==> config.mk <==
export PLATFORM = sky130hd
export DESIGN_NAME = xirq_ctrl
export DESIGN_NICKNAME = d
export VERILOG_FILES = /design/src/rtl/xirq_pkg.sv /design/src/rtl/xirq_sync.sv /design/src/rtl/xirq_flag.sv /design/src/rtl/xirq_ctrl.sv
export SDC_FILE = /design/constraint.sdc
export NUM_CORES = 1
export LEC_CHECK = 0
export BUFFER_PORTS_ARGS = -buffer_cell sky130_fd_sc_hd__buf_4
export CORE_UTILIZATION = 57
export DETAILED_ROUTE_END_ITERATION = 6
export GPL_TIMING_DRIVEN = 0
export PLACE_DENSITY = 0.89
export SLEW_MARGIN = 5
export SYNTH_ARGS = -nofsm -noshare
export SYNTH_HDL_FRONTEND = slang
export SYNTH_SLANG_ARGS = --single-unit
==> constraint.sdc <==
create_clock -name clk -period 1.96 [get_ports clk]
set_clock_uncertainty 0.05 [all_clocks]
set_input_delay 0.392 -clock clk [delete_from_list [all_inputs] [get_ports clk]]
set_output_delay 0.392 -clock clk [all_outputs]
set_load 0.03 [all_outputs]
==> src/rtl/xirq_pkg.sv <==
package xirq_pkg;

  typedef enum logic [1:0] {
    SNS_LOW  = 2'b00,
    SNS_ANY  = 2'b01,
    SNS_FALL = 2'b10,
    SNS_RISE = 2'b11
  } sense_e;

  localparam int ADDR_FLAG  = 0;
  localparam int ADDR_EN    = 1;
  localparam int ADDR_SENSE = 2;
  localparam int ADDR_MASK0 = 4;

  // Edge event for the dedicated pin; level mode never produces an event.
  function automatic logic edge_hit(sense_e mode, logic cur, logic prev);
    case (mode)
      SNS_ANY:  return cur ^ prev;
      SNS_FALL: return prev & ~cur;
      SNS_RISE: return cur & ~prev;
      default:  return 1'b0;
    endcase
  endfunction

  // Any change on an enabled pin of a group.
  function automatic logic group_hit(logic [7:0] cur, logic [7:0] prev, logic [7:0] mask);
    return |((cur ^ prev) & mask);
  endfunction

endpackage

==> src/rtl/xirq_sync.sv <==
module xirq_sync #(
  parameter int W = 8
) (
  input  logic         clk,
  input  logic         rst_n,
  input  logic [W-1:0] din,
  output logic [W-1:0] cur,
  output logic [W-1:0] prev
);
  logic [W-1:0] meta_q;

  always_ff @(posedge clk or negedge rst_n) begin
    if (!rst_n) begin
      meta_q <= '0;
      cur    <= '0;
      prev   <= '0;
    end else begin
      meta_q <= din;
      cur    <= meta_q;
      prev   <= cur;
    end
  end
endmodule

==> src/rtl/xirq_flag.sv <==
module xirq_flag (
  input  logic clk,
  input  logic rst_n,
  input  logic set,
  input  logic clr,
  output logic q
);
  always_ff @(posedge clk or negedge rst_n) begin
    if (!rst_n)   q <= 1'b0;
    else if (set) q <= 1'b1;
    else if (clr) q <= 1'b0;
  end


  set_wins_chk: assert property (@(posedge clk) disable iff (!rst_n) set |=> q);

  clr_takes_chk: assert property (@(posedge clk) disable iff (!rst_n) (clr && !set) |=> !q);

  flag_hold_chk: assert property (@(posedge clk) disable iff (!rst_n) (!clr && !set) |=> $stable(q));
endmodule

==> src/rtl/xirq_ctrl.sv <==
module xirq_ctrl
  import xirq_pkg::*;
#(
  parameter int GRP_W        = 8,
  parameter int GRP_MAX      = 4,
  parameter bit UPPER_GROUPS = 1'b1,
  parameter int AW           = 3
) (
  input  logic                     clk,
  input  logic                     rst_n,
  input  logic                     gie,
  input  logic                     ext_pin,
  input  logic [GRP_MAX*GRP_W-1:0] pc_pin,
  input  logic                     ack_ext,
  input  logic [GRP_MAX-1:0]       ack_grp,
  input  logic                     bus_wr,
  input  logic [AW-1:0]            bus_addr,
  input  logic [7:0]               bus_wdata,
  output logic [7:0]               bus_rdata,
  output logic                     req_ext,
  output logic [GRP_MAX-1:0]       req_grp
);
  localparam int NGRP     = UPPER_GROUPS ? GRP_MAX : GRP_MAX / 2;
  localparam int NPIN     = GRP_MAX * GRP_W;
  localparam int FLAG_LSB = 8 - GRP_MAX;
  localparam logic [GRP_MAX-1:0] GRP_PRESENT = GRP_MAX'((1 << NGRP) - 1);

  // configuration registers
  logic [GRP_MAX-1:0] en_grp_q;
  logic               en_ext_q;
  sense_e             sense_q;
  logic [GRP_W-1:0]   mask_q [GRP_MAX];

  // named internal events
  logic [NPIN:0]      sync_cur, sync_prev;
  logic               ext_cur, ext_prev, ext_evt, ext_clr, ext_flag;
  logic [GRP_MAX-1:0] grp_evt, grp_clr, grp_flag;
  logic               wr_flag;

  assign wr_flag = bus_wr && (bus_addr == AW'(ADDR_FLAG));

  always_ff @(posedge clk or negedge rst_n) begin
    if (!rst_n) begin
      en_grp_q <= '0;
      en_ext_q <= 1'b0;
      sense_q  <= SNS_LOW;
      for (int g = 0; g < GRP_MAX; g++) mask_q[g] <= '0;
    end else if (bus_wr) begin
      if (bus_addr == AW'(ADDR_EN)) begin
        en_grp_q <= bus_wdata[7:FLAG_LSB] & GRP_PRESENT;
        en_ext_q <= bus_wdata[0];
      end
      if (bus_addr == AW'(ADDR_SENSE)) sense_q <= sense_e'(bus_wdata[1:0]);
      for (int g = 0; g < NGRP; g++)
        if (bus_addr == AW'(ADDR_MASK0 + g)) mask_q[g] <= bus_wdata[GRP_W-1:0];
    end
  end

  xirq_sync #(.W(NPIN + 1)) u_sync (
    .clk  (clk),
    .rst_n(rst_n),
    .din  ({ext_pin, pc_pin}),
    .cur  (sync_cur),
    .prev (sync_prev)
  );

  assign ext_cur  = sync_cur[NPIN];
  assign ext_prev = sync_prev[NPIN];
  assign ext_evt  = edge_hit(sense_q, ext_cur, ext_prev);
  assign ext_clr  = (wr_flag && bus_wdata[0]) || ack_ext;

  xirq_flag u_ext_flag (
    .clk  (clk),
    .rst_n(rst_n),
    .set  (ext_evt),
    .clr  (ext_clr),
    .q    (ext_flag)
  );

  for (genvar g = 0; g < GRP_MAX; g++) begin : g_grp
    if (g < NGRP) begin : g_on
      assign grp_evt[g] = group_hit(sync_cur[g*GRP_W +: GRP_W], sync_prev[g*GRP_W +: GRP_W], mask_q[g]);
      assign grp_clr[g] = (wr_flag && bus_wdata[FLAG_LSB + g]) || ack_grp[g];
      xirq_flag u_flag (
        .clk  (clk),
        .rst_n(rst_n),
        .set  (grp_evt[g]),
        .clr  (grp_clr[g]),
        .q    (grp_flag[g])
      );

      flag_cause_chk: assert property (@(posedge clk) disable iff (!rst_n)
        $rose(grp_flag[g]) |-> $past(grp_evt[g]));
    end else begin : g_off
      assign grp_evt[g]  = 1'b0;
      assign grp_clr[g]  = 1'b0;
      assign grp_flag[g] = 1'b0;
    end
  end

  assign req_grp = grp_flag & en_grp_q & {GRP_MAX{gie}};
  assign req_ext = gie && en_ext_q && ((sense_q == SNS_LOW) ? !ext_cur : ext_flag);

  always_comb begin
    bus_rdata = '0;
    if (bus_addr == AW'(ADDR_FLAG))  bus_rdata = {grp_flag, {(FLAG_LSB-1){1'b0}}, ext_flag};
    if (bus_addr == AW'(ADDR_EN))    bus_rdata = {en_grp_q, {(FLAG_LSB-1){1'b0}}, en_ext_q};
    if (bus_addr == AW'(ADDR_SENSE)) bus_rdata = {6'b0, sense_q};
    for (int g = 0; g < GRP_MAX; g++)
      if (bus_addr == AW'(ADDR_MASK0 + g)) bus_rdata = 8'(mask_q[g]);
  end


  req_gate_chk: assert property (@(posedge clk) disable iff (!rst_n)
    !gie |-> (req_grp == '0 && !req_ext));

  rsvd_zero_chk: assert property (@(posedge clk) disable iff (!rst_n)
    (bus_addr == AW'(ADDR_FLAG)) |-> (bus_rdata[3:1] == 3'b000));

  lvl_noflag_chk: assert property (@(posedge clk) disable iff (!rst_n)
    (sense_q == SNS_LOW && !ext_flag) |=> !ext_flag);

  ack_clear_chk: assert property (@(posedge clk) disable iff (!rst_n)
    (ack_ext && !ext_evt) |=> !ext_flag);
endmodule

==> run metrics, run 1 <==
DR vias/cell around 5.4; most common cell in the netlist dfrtp_1; Slew @ Worst Pin between 0.6 and 0.7 ns; maximum number of buffers from clock root to sink 2; register area share after synthesis about 69%; CP required about 1.5 ns; Max-slew headroom around 54%; finished layout cell area 6910 um2; Min-Delay Path Class in2reg; I/O Buffers 63; ANT cells 0; cell count after synthesis 330; wire per inst roughly 18 um; cell taking the most area after synthesis dfrtp_1; Synth Warn # 0; Die Wd about 97 um; total power roughly 7.6 mW; placed wire-length estimate around 6700 um; pwr dens about 1100 nW/um2; fin nets approximately 530; setup violators final 7; top-area cell type share of the netlist area approximately 69%; max-cap violations 0; Placer Congestion 0.846; CTS buffer count 17; DIE AREA between 9000 and 10000 um2; pre-CTS WS -0.149 ns; Setup Crit Path Kind reg2out; Vias between 3000 and 4000; share of layout cells above drive strength 1 37.9%; number of placement rows 34; syn avg cell area between 15 and 20 um2; Clock Latency Late Sink 0.52 ns; Core Box Area between 8000 and 9000 um2; Post-DP Area around 5800 um2; H-tree Lvls 4; Hold WS 0.0806 ns; Area Growth Syn to Fin 34.0%; initial antenna violation count 0; setup ws final -0.222 ns; Netlist cell types 37; Mapped Nets around 390; fmax between 400 and 500 MHz; R2R Setup Slk 0.59 ns; setup_tns -0.877 ns; WL final around 11000 um; Worst Path Max Fanout 2; Post-synth ARST share 100%; Total GRT Usage 24.8%; Final Non-Filler Cells slightly below 600; Sink Count about 140; post-route ant nets 0; Chip Height slightly below 100 um; top_reg_cell synth dfrtp_1; Post-Route Utilization about four fifths; leading cell types by count after synthesis 143 x dfrtp_1, 41 x mux2_2, 32 x xor2_1, 12 x nor2_1, 11 x a21oi_1; CP endpoint kind output pin; initial core utilization between 50% and 60%; placed insts between 500 and 600; Fin. Hold Viols 0; status complete, but fails checks; failing checks negative setup slack; RSZ-0062 raised after global routing yes; largest net degree at the start of global routing between 80 and 90; DRT Pass-1 Iters 4; clk slew on worst S/H paths ~0.060 ns; Leak between 3 and 4 nW; WP data arrival approximately 1.7 ns; startpoint types flop; drt drc 0; VDD IR max ~0.80 mV; I/O pins between 60 and 70; Clock Tree Root clkbuf_8; vias in the first global route around 3500; CTS tree built; period utilization 111%; EDFF count, synth 0; first-pass GRT wire length about 17000 um; synthesized flop and latch total 143; top cells by area, synth dfrtp_1 69%, mux2_2 9.0%, xor2_1 5.4%; Netlist Area Pre-Place 5150 um2; Iteration-0 DRC Markers ~170; Slew Limit Fails 0; min Tclk post-route roughly 2.2 ns; grt ovf 0
per-layer routing:
metal	up-vias	wire length, um	GRT usage, %
li1	1449	-	-
met1	1611	4440	31.9
met2	127	5420	39.4
met3	30	705	7.91
met4	0	252	10.2
met5	-	0	0
report_power, final:
part | leakage, nW | switching [mW] | internal (mW)
clock | 0.263 | 1.32 | 1.64
sequential | 1.67 | 0.219 | 3.25
combinational | 1.24 | 0.527 | 0.641
total | 3.17 | 2.07 | 5.53
critical path, stage by stage, from the launching register on:
cell	delay [ns]
dfrtp_1	0.38
mux2_4	0.28
a22o_1	0.18
a32o_2	0.24
buf_6	0.14
what timing repair did:
item / CTS / global route
hold buffers: 34 / 0
cloned: 0 / 0
setup buffers: 21 / 4
setup endpoints to repair: 9 / 9
pin swaps: 10 / 4
gates resized for setup: 6 / 6
hold endpoints to repair: 90 / 0
cell families (layout without fill, tap and decap cells):
family,count (synthesis),count (layout),synth area share [%]
AO/OA/AOI/OAI,39,39,5.32
XOR/XNOR,32,32,5.44
adder cells (fa/ha/maj),2,2,0.486
buffers and inverters,11,166,1.17
flip-flops,143,143,69.5
multiplexers,53,53,11.8
AND/OR/NAND/NOR,50,50,6.36
sequential cells by signal, summed over array words and instances, names as in the netlist:
name,cells
sense_q,2
u_sync.prev,33
en_grp_q,4
u_sync.meta_q,33
u_sync.cur,33
g_grp.g_on.u_flag.q,4
u_ext_flag.q,1
en_ext_q,1
mask_q,32
placed cells by master, fill, tap and decap left out, types with 2 or more instances in the layout:
cell,count
mux4_2,2
and2_4,2
ha_1,2
a211oi_2,2
buf_4,88
dfrtp_1,143
xor2_1,32
inv_1,2
mux2_2,40
a22oi_1,8
nand4_1,4
buf_2,2
clkbuf_16,16
nor2b_1,2
clkbuf_8,2
inv_6,6
nand3_2,2
nand2_1,9
nand3b_1,5
nor2_1,11
a22o_1,5
buf_6,4
o21ai_0,2
and3_1,4
dlygate4sd3_1,34
a221oi_1,4
clkbuf_1,2
inv_8,3
a21oi_1,11
a211oi_1,3
mux2i_1,10
clkinvlp_4,3
final timing paths:
check	from	endpoint	cells after the start
max	mask_q[16]	bus_rdata[0]	4
min	ack_ext	u_ext_flag.q	3
max reg2reg	u_sync.cur[31]	g_grp[3].g_on.u_flag.q	4
min reg2reg	u_sync.meta_q[9]	u_sync.cur[9]	0
max in group asynchronous	rst_n	u_sync.meta_q[10]	3
min in group asynchronous	rst_n	u_sync.prev[21]	2
cell type report:
class	instances	area, um2
sequential	143	3580
fill	465	1810
multi-input combinational	176	1540
timing repair buffer	123	1040
clock buffer	19	432
tap	108	135
clock inverter	13	118
buffer	9	56.3
inverter	2	7.51
Note: power is estimated with default switching activity, not from simulation.
==> run 2: changes to the inputs <==
- TNS_END_PERCENT: default -> 20
==> run 2 against run 1 <==
  * The run still ends with negative setup slack left
  * Combinational power is 11% lower
  * Non-clock buffer count is 16 lower
  * Largest cell class unchanged
  * Worst hold slack better by 0.0011 ns
  * Worst setup slack better by 0.0058 ns
  * Core utilization is 1.5 points lower
  * Sequential cell count stayed put
  * Final cell count is 2.7% lower
==> run metrics, run 2 (synthesis gave the netlist of run 1 again) <==
RSZ-0062 raised after global routing yes; fill count 490 (+5.4%); ANT cells 0 (unchanged); wire per inst 18.7 um (+2.5%); Chip Height 97.1 um (unchanged); fin nets 511 (-3.0%); Placer Congestion 0.846 (unchanged); Sink Count 143 (unchanged); Slew Limit Fails 0 (unchanged); WP data arrival 1.73 ns (about the same); grt ovf 0 (unchanged); setup ws final -0.216 ns (+0.00582 ns); DR vias/cell 5.52 (+1.7%); Core Box Area 8720 um2 (unchanged); CTS tree built; Leak 3.09 nW (-2.5%); Setup Crit Path Kind reg2out; I/O Buffers 63 (unchanged); pre-CTS WS -0.149 ns (unchanged); period utilization 111% (-0.30 points); number of placement rows 34 (unchanged); Die Wd 97.1 um (unchanged); worst setup path start mask_q[16]; maximum number of buffers from clock root to sink 2 (unchanged); Total GRT Usage 24.6% (-0.18 points); max-cap violations 0 (unchanged); drt drc 0 (unchanged); Iteration-0 DRC Markers 195 (+12%); Clock Latency Late Sink 0.52 ns (about the same); Clock Tree Root clkbuf_8; Max-slew headroom 48.6% (-4.9 points); worst hold stages 3 (unchanged); FF/Latch Area 3580 um2 (unchanged); initial antenna violation count 0 (unchanged); Worst Path Max Fanout 2 (unchanged); Slew @ Worst Pin 0.769 ns (+0.0736 ns); Fin. Hold Viols 0 (unchanged); I/O pins 66 (unchanged); Regs by FF count u_sync.cur x33, u_sync.meta_q x33, u_sync.prev x33; setup violators final 9 (+2); R2R Setup Slk 0.59 ns (about the same); placed insts 502 (unchanged); initial core utilization 59.1% (unchanged); Area Growth Syn to Fin 31.6%; fmax 460 MHz (+0.27%); DRT Pass-1 Iters 4 (unchanged); startpoint types flop; FF-to-FF path depth 4 (unchanged); Min-Delay Path Class in2reg; status complete, but fails checks; H-tree Lvls 4 (unchanged); failing checks negative setup slack; vias in the first global route 3428 (-1.6%); min Tclk post-route 2.18 ns (-0.00582 ns); WL final 10800 um (-0.22%); share of layout cells above drive strength 1 35.4% (-2.5 points); post-route ant nets 0 (unchanged); CP endpoint kind output pin; multi-input combinational cell area 1530 um2 (-0.24%); largest net degree at the start of global routing 87 (unchanged); pwr dens 1110 nW/um2 (+0.38%); Vias 3183 (-1.1%); Reg-to-Reg End g_grp[3].g_on.u_flag.q; Final Non-Filler Cells 577 (-2.7%); Hold Crit Start ack_ext; VDD IR max 0.796 mV (-0.55%); placed wire-length estimate 6740 um (unchanged); CP required 1.52 ns (about the same); CTS buffer count 17 (unchanged); DIE AREA 9420 um2 (unchanged); clk slew on worst S/H paths 0.06 ns (about the same); worst reg2reg path startpoint u_sync.cur[31]; total power 7.49 mW (-1.5%); most common cell after layout, fill and taps aside dfrtp_1; Hold Path Sink u_ext_flag.q; commonest cells after routing, fill and taps aside 143 x dfrtp_1, 72 x buf_4, 40 x mux2_2, 34 x dlygate4sd3_1, 32 x xor2_1; first-pass GRT wire length 17300 um (-0.99%)
## run 2: metrics by stage
stage	hold WS, ns	utilization [%]	TNS, ns	instance area, um2
3_5_place_dp	0.285	66.4	-0.373	5790
5_1_grt	0.0800	77.7	-1.65	6780
6_report	0.0816	77.7	-1.13	6780
2_1_floorplan	0.0464	-	0	5150
4_1_cts	0.0579	77.5	-1.25	6760
3_3_place_gp	0.281	66.1	-1.58	5760
## run 2: routing by layer
metal / GRT usage (%) / vias up / part of all wire [%]
li1: - / 1421 / -
met1: 31.3 / 1597 / 41
met2: 39.5 / 129 / 50
met3: 7.63 / 36 / 6.2
met4: 10.4 / 0 / 2.9
met5: 0 / - / 0
## run 2: timing repair
action,4_1_cts,5_1_grt
endpoints found under the setup margin,9,9
hold endpoints to repair,90,0
pin swaps,6,1
hold buffers,34,0
setup buffers,8,1
gates resized for setup,6,3
## run 2: worst max-delay path, cell delays in order (launching register included)
cell and delay [ns]:
dfrtp_1 0.38, mux2_4 0.28, a22o_1 0.18, a32o_2 0.24, buf_6 0.14
## run 2: cell type report
type / count / area share [%]
buffer: 9 / 0.775
clock buffer: 19 / 6.37
sequential: 143 / 52.8
inverter: 2 / 0.111
timing repair buffer: 107 / 13.6
multi-input combinational: 176 / 22.6
clock inverter: 13 / 1.73
tap: 108 / 1.99
## run 2: power by group
part	switching, mW	internal, mW
logic	0.481	0.556
registers	0.240	3.25
clock network	1.32	1.64
## run 2: worst max-delay path by stage
stage	endpoint	depth (start not counted)
after floorplan	bus_rdata[4]	5
after global placement	bus_rdata[4]	7
after detailed placement	bus_rdata[4]	7
after CTS	bus_rdata[0]	4
after global routing	bus_rdata[0]	4
final	bus_rdata[0]	4
